[src/rtl/relay_pkg.sv]
package relay_pkg;

    // address layout
    localparam int EVSEL_OFS = 0;
    localparam int CH_BASE   = 16;
    localparam int CH_STRIDE = 32;
    localparam int OFS_CTRL  = 0;
    localparam int OFS_STAT  = 4;
    localparam int OFS_ENSET = 8;
    localparam int OFS_ENCLR = 12;
    localparam int OFS_CAPT  = 16;

    // bit positions inside channel registers
    localparam int BIT_EDGE  = 8;
    localparam int BIT_MODE  = 13;
    localparam int BIT_FLAG  = 2;

    function automatic int chan_addr(input int ch, input int ofs);
        return CH_BASE + CH_STRIDE * ch + ofs;
    endfunction

endpackage

[src/rtl/relay_sync2.sv]
module relay_sync2 #(
    parameter int W = 16
) (
    input  logic         clk,
    input  logic         rst_n,
    input  logic [W-1:0] async_i,
    output logic [W-1:0] sync_o
);

    typedef struct packed {
        logic [W-1:0] s1;
        logic [W-1:0] s2;
    } sync_st_t;

    sync_st_t st_d, st_q;

    always_comb begin
        st_d    = st_q;
        st_d.s1 = async_i;
        st_d.s2 = st_q.s1;
    end

    always_ff @(posedge clk or negedge rst_n) begin
        if (!rst_n) st_q <= '0;
        else        st_q <= st_d;
    end

    assign sync_o = st_q.s2;

endmodule

[src/rtl/relay_evmux.sv]
module relay_evmux #(
    parameter int NUM_EVENTS = 16,
    parameter int SEL_W      = 8
) (
    input  logic [NUM_EVENTS-1:0] ev_sync_i,
    input  logic [SEL_W-1:0]      sel_i,
    output logic                  ev_o
);

    // selects past the last input fall through to constant 0
    always_comb begin
        ev_o = 1'b0;
        for (int i = 0; i < NUM_EVENTS; i++) begin
            if (sel_i == SEL_W'(i)) ev_o = ev_sync_i[i];
        end
    end

endmodule

[src/rtl/relay_capt_chan.sv]
module relay_capt_chan #(
    parameter int COUNT_W = 32
) (
    input  logic               clk,
    input  logic               rst_n,
    input  logic               ev_i,
    input  logic               ctrl_we,
    input  logic               ctrl_rise,
    input  logic               ctrl_multi,
    input  logic               clr_req,
    input  logic               enset_req,
    input  logic               enclr_req,
    output logic               rise_o,
    output logic               multi_o,
    output logic               flag_o,
    output logic               en_o,
    output logic               fire_o,
    output logic               irq_o,
    output logic [COUNT_W-1:0] capt_o
);

    typedef struct packed {
        logic [COUNT_W-1:0] cnt;
        logic [COUNT_W-1:0] capt;
        logic               prev;
        logic               rise;
        logic               multi;
        logic               flag;
        logic               en;
    } chan_st_t;

    chan_st_t st_d, st_q;
    logic     edge_hit;
    logic     fire;

    always_comb begin
        st_d      = st_q;
        st_d.cnt  = st_q.cnt + 1'b1;
        st_d.prev = ev_i;

        edge_hit = st_q.rise ? (ev_i & ~st_q.prev) : (~ev_i & st_q.prev);
        // single mode holds off while the previous capture is unacknowledged
        fire     = edge_hit & (st_q.multi | ~st_q.flag);

        if (ctrl_we) begin
            st_d.rise  = ctrl_rise;
            st_d.multi = ctrl_multi;
        end

        // a capture wins over a same-edge acknowledge
        if (fire) begin
            st_d.capt = st_q.cnt;
            st_d.flag = 1'b1;
        end else if (clr_req) begin
            st_d.flag = 1'b0;
        end

        if (enclr_req)      st_d.en = 1'b0;
        else if (enset_req) st_d.en = 1'b1;
    end

    always_ff @(posedge clk or negedge rst_n) begin
        if (!rst_n) st_q <= '0;
        else        st_q <= st_d;
    end

    assign rise_o  = st_q.rise;
    assign multi_o = st_q.multi;
    assign flag_o  = st_q.flag;
    assign en_o    = st_q.en;
    assign fire_o  = fire;
    assign irq_o   = st_q.flag & st_q.en;
    assign capt_o  = st_q.capt;

endmodule

[src/rtl/relay_capture_timer.sv]
module relay_capture_timer
    import relay_pkg::*;
#(
    parameter int NUM_EVENTS = 16,
    parameter int NUM_CH     = 2,
    parameter int SEL_W      = 8,
    parameter int COUNT_W    = 32,
    parameter int ADDR_W     = 8,
    parameter int DATA_W     = 32
) (
    input  logic                  clk,
    input  logic                  rst_n,
    input  logic [NUM_EVENTS-1:0] evt_in,
    input  logic                  bus_wr,
    input  logic [ADDR_W-1:0]     bus_addr,
    input  logic [DATA_W-1:0]     bus_wdata,
    output logic [DATA_W-1:0]     bus_rdata,
    output logic [NUM_CH-1:0]     irq_o
);

    localparam int EVSEL_W = NUM_CH * SEL_W;

    typedef struct packed {
        logic [EVSEL_W-1:0] evsel;
    } top_st_t;

    top_st_t st_d, st_q;

    logic [NUM_EVENTS-1:0]          ev_sync;
    logic [NUM_CH-1:0][SEL_W-1:0]   ch_sel;
    logic [NUM_CH-1:0]              ch_ev;
    logic [NUM_CH-1:0]              ch_fire;
    logic [NUM_CH-1:0]              ch_flag;
    logic [NUM_CH-1:0]              ch_en;
    logic [NUM_CH-1:0]              ch_rise;
    logic [NUM_CH-1:0]              ch_multi;
    logic [NUM_CH-1:0][COUNT_W-1:0] ch_capt;
    logic [NUM_CH-1:0]              stb_ctrl;
    logic [NUM_CH-1:0]              stb_clr;
    logic [NUM_CH-1:0]              stb_enset;
    logic [NUM_CH-1:0]              stb_enclr;
    logic [DATA_W-1:0]              rd_piece [NUM_CH];
    logic                           wdata_unused;

    assign wdata_unused = ^bus_wdata;

    // select register
    always_comb begin
        st_d = st_q;
        if (bus_wr && bus_addr == ADDR_W'(EVSEL_OFS))
            st_d.evsel = bus_wdata[EVSEL_W-1:0];
    end

    always_ff @(posedge clk or negedge rst_n) begin
        if (!rst_n) st_q <= '0;
        else        st_q <= st_d;
    end

    assign ch_sel = st_q.evsel;

    relay_sync2 #(.W(NUM_EVENTS)) u_sync (
        .clk     (clk),
        .rst_n   (rst_n),
        .async_i (evt_in),
        .sync_o  (ev_sync)
    );

    for (genvar c = 0; c < NUM_CH; c++) begin : g_ch
        localparam int A_CTRL  = chan_addr(c, OFS_CTRL);
        localparam int A_STAT  = chan_addr(c, OFS_STAT);
        localparam int A_ENSET = chan_addr(c, OFS_ENSET);
        localparam int A_ENCLR = chan_addr(c, OFS_ENCLR);
        localparam int A_CAPT  = chan_addr(c, OFS_CAPT);

        assign stb_ctrl[c]  = bus_wr && bus_addr == ADDR_W'(A_CTRL);
        assign stb_clr[c]   = bus_wr && bus_addr == ADDR_W'(A_STAT)
                              && bus_wdata[BIT_FLAG];
        assign stb_enset[c] = bus_wr && bus_addr == ADDR_W'(A_ENSET)
                              && bus_wdata[BIT_FLAG];
        assign stb_enclr[c] = bus_wr && bus_addr == ADDR_W'(A_ENCLR)
                              && bus_wdata[BIT_FLAG];

        relay_evmux #(.NUM_EVENTS(NUM_EVENTS), .SEL_W(SEL_W)) u_mux (
            .ev_sync_i (ev_sync),
            .sel_i     (ch_sel[c]),
            .ev_o      (ch_ev[c])
        );

        relay_capt_chan #(.COUNT_W(COUNT_W)) u_chan (
            .clk        (clk),
            .rst_n      (rst_n),
            .ev_i       (ch_ev[c]),
            .ctrl_we    (stb_ctrl[c]),
            .ctrl_rise  (bus_wdata[BIT_EDGE]),
            .ctrl_multi (bus_wdata[BIT_MODE]),
            .clr_req    (stb_clr[c]),
            .enset_req  (stb_enset[c]),
            .enclr_req  (stb_enclr[c]),
            .rise_o     (ch_rise[c]),
            .multi_o    (ch_multi[c]),
            .flag_o     (ch_flag[c]),
            .en_o       (ch_en[c]),
            .fire_o     (ch_fire[c]),
            .irq_o      (irq_o[c]),
            .capt_o     (ch_capt[c])
        );

        always_comb begin
            rd_piece[c] = '0;
            if (bus_addr == ADDR_W'(A_CTRL)) begin
                rd_piece[c][BIT_EDGE] = ch_rise[c];
                rd_piece[c][BIT_MODE] = ch_multi[c];
            end else if (bus_addr == ADDR_W'(A_STAT)) begin
                rd_piece[c][BIT_FLAG] = ch_flag[c];
            end else if (bus_addr == ADDR_W'(A_ENSET) ||
                         bus_addr == ADDR_W'(A_ENCLR)) begin
                rd_piece[c][BIT_FLAG] = ch_en[c];
            end else if (bus_addr == ADDR_W'(A_CAPT)) begin
                rd_piece[c] = DATA_W'(ch_capt[c]);
            end
        end
    end

    always_comb begin
        bus_rdata = '0;
        if (bus_addr == ADDR_W'(EVSEL_OFS)) bus_rdata = DATA_W'(st_q.evsel);
        for (int c = 0; c < NUM_CH; c++) bus_rdata = bus_rdata | rd_piece[c];
    end

endmodule

[config.mk]
export PLATFORM = sky130hd
export DESIGN_NAME = relay_capture_timer
export DESIGN_NICKNAME = d
export VERILOG_FILES = /design/src/rtl/relay_pkg.sv /design/src/rtl/relay_sync2.sv /design/src/rtl/relay_evmux.sv /design/src/rtl/relay_capt_chan.sv /design/src/rtl/relay_capture_timer.sv
export SDC_FILE = /design/constraint.sdc
export NUM_CORES = 1
export LEC_CHECK = 0
export ABC_AREA = 1
export BUFFER_PORTS_ARGS = -buffer_cell sky130_fd_sc_hd__buf_4
export CAP_MARGIN = 15
export CORE_ASPECT_RATIO = 0.8
export CORE_UTILIZATION = 49
export DETAILED_ROUTE_END_ITERATION = 12
export GPL_TIMING_DRIVEN = 0
export PLACE_DENSITY_LB_ADDON = 0.3
export SYNTH_ARGS = -nofsm -noshare
export SYNTH_HDL_FRONTEND = slang
export SYNTH_SLANG_ARGS = --single-unit
[constraint.sdc]
create_clock -name clk -period 1.75 [get_ports clk]
set_input_delay 0.175 -clock clk [delete_from_list [all_inputs] [get_ports clk]]
set_output_delay 0.175 -clock clk [all_outputs]
set_load 0.02 [all_outputs]
# Word level (Yosys, flattened, before mapping)
# Cells that the tools add are included.
# W data, S select, Z words.
[classes]
n_addsub = 2
n_eq_ne = 40
n_mux = 67
bitwise = 18
n_reduce_logical = 24
[ops]
columns = ["op", "count"]
rows = [
  ["$eq A8 B4 Y1 const B", 16],
  ["$mux W29", 4],
  ["$add A32 B1 Y32 const B", 2],
  ["$eq A8 B3 Y1 const B", 8],
  ["$mux W32", 2],
  ["$or A32 B32 Y32", 2],
  ["$mux W1", 50],
  ["$eq A8 B6 Y1 const B", 5],
  ["$mux W18", 2],
  ["$eq A8 B2 Y1 const B", 4],
  ["$eq A8 B5 Y1 const B", 4],
  ["$logic_not A8 Y1", 3],
  ["$eq A8 B1 Y1 const B", 2],
  ["$mux W16", 1],
  ["$mux W8", 2],
  ["$logic_and A1 B1 Y1", 15],
  ["$and A1 B1 Y1", 8],
  ["$eq A8 B7 Y1 const B", 1],
  ["$mux W2", 4],
  ["$mux W4", 2],
  ["$reduce_bool A2 Y1", 4],
  ["$not A1 Y1", 6],
  ["$logic_or A1 B1 Y1", 2],
  ["$or A1 B1 Y1", 2],
]
[totals]
regBits = 186
inputBits = 59
output_inout_bits = 34
word_cells = 168

# Longest topological paths before layout
[logic_depth]
word_depth = 22
ltp_mapped = 17
ltp_nobuf = 15

# Hierarchy
# A second synthesis with hierarchy kept.
[hier_totals]
cells_unflattened = 1197
area_unflattened_um2 = 9691.8
[by_module_without_submodules]
columns = ["module", "instances", "cells_each", "area_each_um2", "seq_area_each_um2"]
rows = [
  ["relay_capt_chan", 2, 400, 3395.8, 1726.7],
  ["relay_capture_timer", 1, 263, 1576.5, 400.4],
  ["relay_sync2", 1, 32, 800.8, 800.8],
  ["relay_evmux", 2, 51, 261.5, 0.0],
]

# Worst setup path after synthesis
# Ideal clock, no wire load.
[synth_timing]
path_type = "register to register"
startpoint = "register g_ch[0].u_chan.st_q[37] (netlist name)"
endpoint = "register g_ch[0].u_chan.st_q[65] (netlist name)"
setup_ns = 0.123
arrival_ns = 1.622
required_ns = 1.627
path_slack_ns = 0.005
stages_incl_launch_ff = 10
n_path_buf = 0
synth_period_minus_slack_ns = 1.745
path_cell_list = "dfrtp_1 -> ha_1 -> nand3_2 -> nor3_4 -> nand3_2 -> nor2_4 -> nand4_2 -> nor3_2 -> nand3_1 -> xor2_1"
[synth_rtl]
columns = ["item", "line", "source"]
rows = [
  ["start, declared", "relay_capt_chan.sv:32", "chan_st_t st_d, st_q;"],
  ["start signal, assigned", "relay_capt_chan.sv:64", "else st_q <= st_d;"],
]

# Worst setup path in the final report
[layout_timing]
startpoint = "register st_q, in the netlist ch_sel[7]"
endpoint = "register g_ch[0].u_chan.st_q, in the netlist g_ch[0].u_chan.capt_o[10]"
[layout_via]
elab_chain_len = 21
word_cells_on_any_way = 37
classes_between = "eq/ne (15); mux (17); bitwise (4); reduce/logical (1)"
[layout_lines]
columns = ["item", "line", "source"]
rows = [
  ["start, declared", "relay_capture_timer.sv:27", "top_st_t st_d, st_q;"],
  ["start signal, assigned", "relay_capture_timer.sv:56", "else st_q <= st_d;"],
  ["$logic_not A8 Y1", "relay_evmux.sv:14", "if (sel_i == SEL_W'(i)) ev_o = ev_sync_i[i];"],
  ["$mux W1 (15 in series)", "relay_evmux.sv:14", ""],
  ["$mux W1 *", "relay_evmux.sv:14", ""],
  ["$not A1 Y1", "relay_capt_chan.sv:41", "edge_hit = st_q.rise ? (ev_i & ~st_q.prev) : (~ev_i & st_q.prev);"],
  ["$and A1 B1 Y1", "relay_capt_chan.sv:41", ""],
  ["$mux W1 *", "relay_capt_chan.sv:41", ""],
  ["$and A1 B1 Y1 *", "relay_capt_chan.sv:43", "fire = edge_hit & (st_q.multi | ~st_q.flag);"],
]
# Every way passes the cells marked *; elsewhere a longest branch is shown, timed or not.
# A chain may end at the register's enable or synchronous reset.

==> results.json <==
{
  "crit_required_ns": 2.07,
  "synth-xor-area-share": 0.0603,
  "cts_buffer_depth": 2,
  "ys_types": 42,
  "fmax_mhz": 508,
  "ys_seq_area_frac": 0.553,
  "path_cells": "nor4_1 > nand2_2 > o21ai_2 > nand3_4 > buf_12 > clkbuf_16 > nand2_2 > o21ai_2",
  "ys_async_sr_fraction": 1.00,
  "firstDrtPassIters": 5,
  "synth_mux_area_frac": 0.00922,
  "power_density_nw_per_um2": 778,
  "clock_latency_ns": 0.44,
  "hold_viol_final": 0,
  "postRouteAntennaNets": 0,
  "antenna_found_initial": 0,
  "syn2layout_area_growth_pct": 42.2,
  "syn_area_um2": 8420,
  "peakVddDrop_mv": 0.555,
  "slowest_stage": "nor4_1",
  "ys_ff_latch": 186,
  "core_um2": 16700,
  "grt-ovfl-total": 0,
  "synth_fa_ha_area_frac": 0.00297,
  "grt_pass1_vias": 6888,
  "via_per_inst": 5.53,
  "fp-row-count": 42,
  "cts_sinks": 186,
  "place_hpwl_mm": 13.9,
  "worstPathArrival_ns": 2.29,
  "clk_pin_slew_ns": 0.06,
  "synth_compound_area_frac": 0.0728,
  "place_congestion": 0.909,
  "synth_ff_type": "dfrtp_1",
  "start_kind": "register",
  "die_w_um": 149,
  "cp_max_fo": 8,
  "cts_root_buffer": "clkbuf_16",
  "synth_warnings": 0,
  "min_period_over_period": 1.13,
  "grt_pass1_wl_mm": 35.8,
  "cts_made_buffers": 17,
  "seq_area_um2": 4670,
  "fin_ws_ns": -0.220,
  "synth_top_cell_area_share": 0.553,
  "wl_per_cell_um": 18.9,
  "power_switching_mw": 2.21,
  "portBuffers": 76,
  "hp-start": "bus_wdata[15]",
  "slew_headroom": 0.578,
  "ioPinCount": 93,
  "drt_iter0_drc": 639,
  "internal_power_mw": 7.11,
  "synthCells": 872,
  "fillers": 1055,
  "cts_tree": "built",
  "status": "finished, violations left",
  "rsz0062_at_grt": "yes",
  "cp-startpoint": "ch_sel[7]$_DFFE_PN0P_",
  "synth_fp_nets": 933,
  "violations": "setup timing",
  "fin_cells": 1302,
  "tightestPinTransition_ns": 0.627,
  "synth_top_family_by_area": "simple AND/OR/NAND/NOR gates",
  "rr_worst_depth": 8,
  "yosysTopAreaCell": "dfrtp_1",
  "crit_path_end_kind": "register",
  "num_antenna_cells": 0,
  "fin_skew_ns": 0.0169,
  "drt_wl_total_mm": 24.6,
  "path_class": "register to register",
  "synth-simple-area-share": 0.241,
  "h-tree-depth": 4,
  "regToRegEndpoint": "g_ch[0].u_chan.capt_o[10]$_DFFE_PN0P_",
  "start_util": 0.505,
  "pwr-share-seq": 0.489,
  "reg2reg_setup_slack_ns": -0.22,
  "fin_nets": 1130,
  "die_h_um": 119,
  "multi_input_area_um2": 4050,
  "slew_viol_final": 0,
  "synth.area.top_cells": "dfrtp_1 55%, nand2_1 10%, xor2_1 4.7%",
  "switching_share": 0.237,
  "syn_area_per_cell_um2": 9.65,
  "crit_end": "g_ch[0].u_chan.capt_o[10]$_DFFE_PN0P_",
  "r2r_start": "ch_sel[7]$_DFFE_PN0P_",
  "cap_violations": 0,
  "dp.cells": 1169,
  "drc_errors": 0,
  "slowest_delay_ns": 0.59,
  "period_minus_slack_ns": 1.97,
  "clock_power_share": 0.435,
  "hp-class": "input pin to register",
  "combPwrFrac": 0.076,
  "grt_max_degree": 120,
  "finalSetupViolCount": 100,
  "synth_edf_count": 0,
  "final_util": 0.719,
  "total_power_mw": 9.32,
  "p_leak_nw": 5.87,
  "dieArea_um2": 17700,
  "layout-drive-gt1-share": 0.385,
  "vias": 7198,
  "grtUsageTotal": 0.268,
  "tns_ns": -14.73
}
==> flip-flops by register name (all words and copies together) (netlist names) <==
name,flops
g_ch.u_chan.flag_o,2
u_sync.sync_o,16
u_sync.st_d,16
g_ch.u_chan.en_o,2
g_ch.u_chan.multi_o,2
g_ch.u_chan.rise_o,2
g_ch.u_chan.st_q,66
g_ch.u_chan.capt_o,64
ch_sel,16
==> final cells by class <==
class / instances / share of cell area
Timing Repair Buffer: 180 / 0.144
Clock buffer: 22 / 0.0396
Inverter: 80 / 0.0265
Multi-Input combinational cell: 574 / 0.338
Sequential cell: 186 / 0.390
Tap cell: 220 / 0.0230
Clock inverter: 10 / 0.0116
Buffer: 30 / 0.0270
==> worst max-delay path: cells and delay by family (launching register included) <==
family	cells	cell delay, ns
buffers and inverters	2	0.35
AND/OR/NAND/NOR	4	0.94
flip-flops	1	0.41
AO/OA/AOI/OAI	2	0.16
==> synth_stat cells, drive strengths merged (2+ instances only) <==
master / instances
xnor2: 13
inv: 80
nand3b: 4
nand2: 240
buf: 18
a21oi: 11
nor3: 20
nand3: 42
nand4: 48
o211ai: 9
or2: 2
nor4: 11
clkbuf: 14
xor2: 45
mux2: 6
ha: 2
o21ai: 45
a221oi: 3
nor2: 53
a22o: 16
dfrtp: 186
==> worst min-delay path by stage <==
| stage | to | slack (ns) | cells after the start |
|---|---|---|---|
| 3_3_place_gp | u_sync.st_d[7]$_DFF_PN0_ | 0.29 | 1 |
| 2_1_floorplan | ch_sel[0]$_DFFE_PN0P_ | -0.12 | 0 |
| 3_5_place_dp | u_sync.st_d[0]$_DFF_PN0_ | 0.16 | 1 |
| 5_1_grt | ch_sel[15]$_DFFE_PN0P_ | 0.05 | 3 |
| 4_1_cts | ch_sel[9]$_DFFE_PN0P_ | 0.0003 | 3 |
| 6_report | ch_sel[15]$_DFFE_PN0P_ | 0.02 | 3 |
==> cell usage in the layout, fill, tap and decap left out, types with 8 or more instances in the layout <==
master and count:
dfrtp_1 177, nand2_1 160, buf_4 101, inv_1 70
buf_6 48, nand2_2 47, xor2_1 45, nand4_1 44
nand2_4 33, nor2_1 29, dlygate4sd3_1 29, o21ai_2 28
clkbuf_16 19, nand3_1 18, nor2_4 17, nand3_2 16
a22o_1 16, xnor2_1 12, a21oi_1 11, nor3_1 9
o211ai_1 9, o21ai_0 9, dfrtp_2 9, nand3_4 8
clkbuf_1 8, buf_12 8
==> metal layers <==
layer	GRT usage	wire (um)
met4	0.0902	552
met2	0.420	12200
met3	0.0586	1570
met5	0	0
met1	0.368	10300
==> cell families after synthesis <==
| logic type | Yosys count |
|---|---|
| compound gates | 86 |
| xor+xnor | 58 |
| fa+ha+maj | 2 |
| buf+inv | 112 |
| flops | 186 |
| mux | 7 |
| simple gates | 421 |
==> power by group through the flow <==
stage / logic (mW) / registers [mW] / clock network [mW]
after detailed placement: 0.469 / 4.59 / 0
after global routing: 0.763 / 4.57 / 4.25
after floorplan: 0.238 / 4.56 / 0
after CTS: 0.628 / 4.53 / 4.06
after global placement: 0.449 / 4.58 / 0
final: 0.705 / 4.56 / 4.06
==> per-stage QoR <==
stage               cell area [um^2]  setup WS [ns]  hold WS, ns
floorplan                       8420        0.00528       -0.121
global placement                9260         -0.674        0.285
detailed placement              9300         -0.588        0.159
global route                   12000         -0.353       0.0478
finish                         12000         -0.220       0.0180
CTS                            11200         -0.173     0.000261
==> timing repair <==
item,4_1_cts,5_1_grt
hold buffers,29,0
endpoints found under the setup margin,118,125
setup buffers,47,21
resized for setup,161,158
gates cloned,6,4
hold endpoints to repair,95,0
pin swaps,36,53
(Power assumes the default switching activity.)
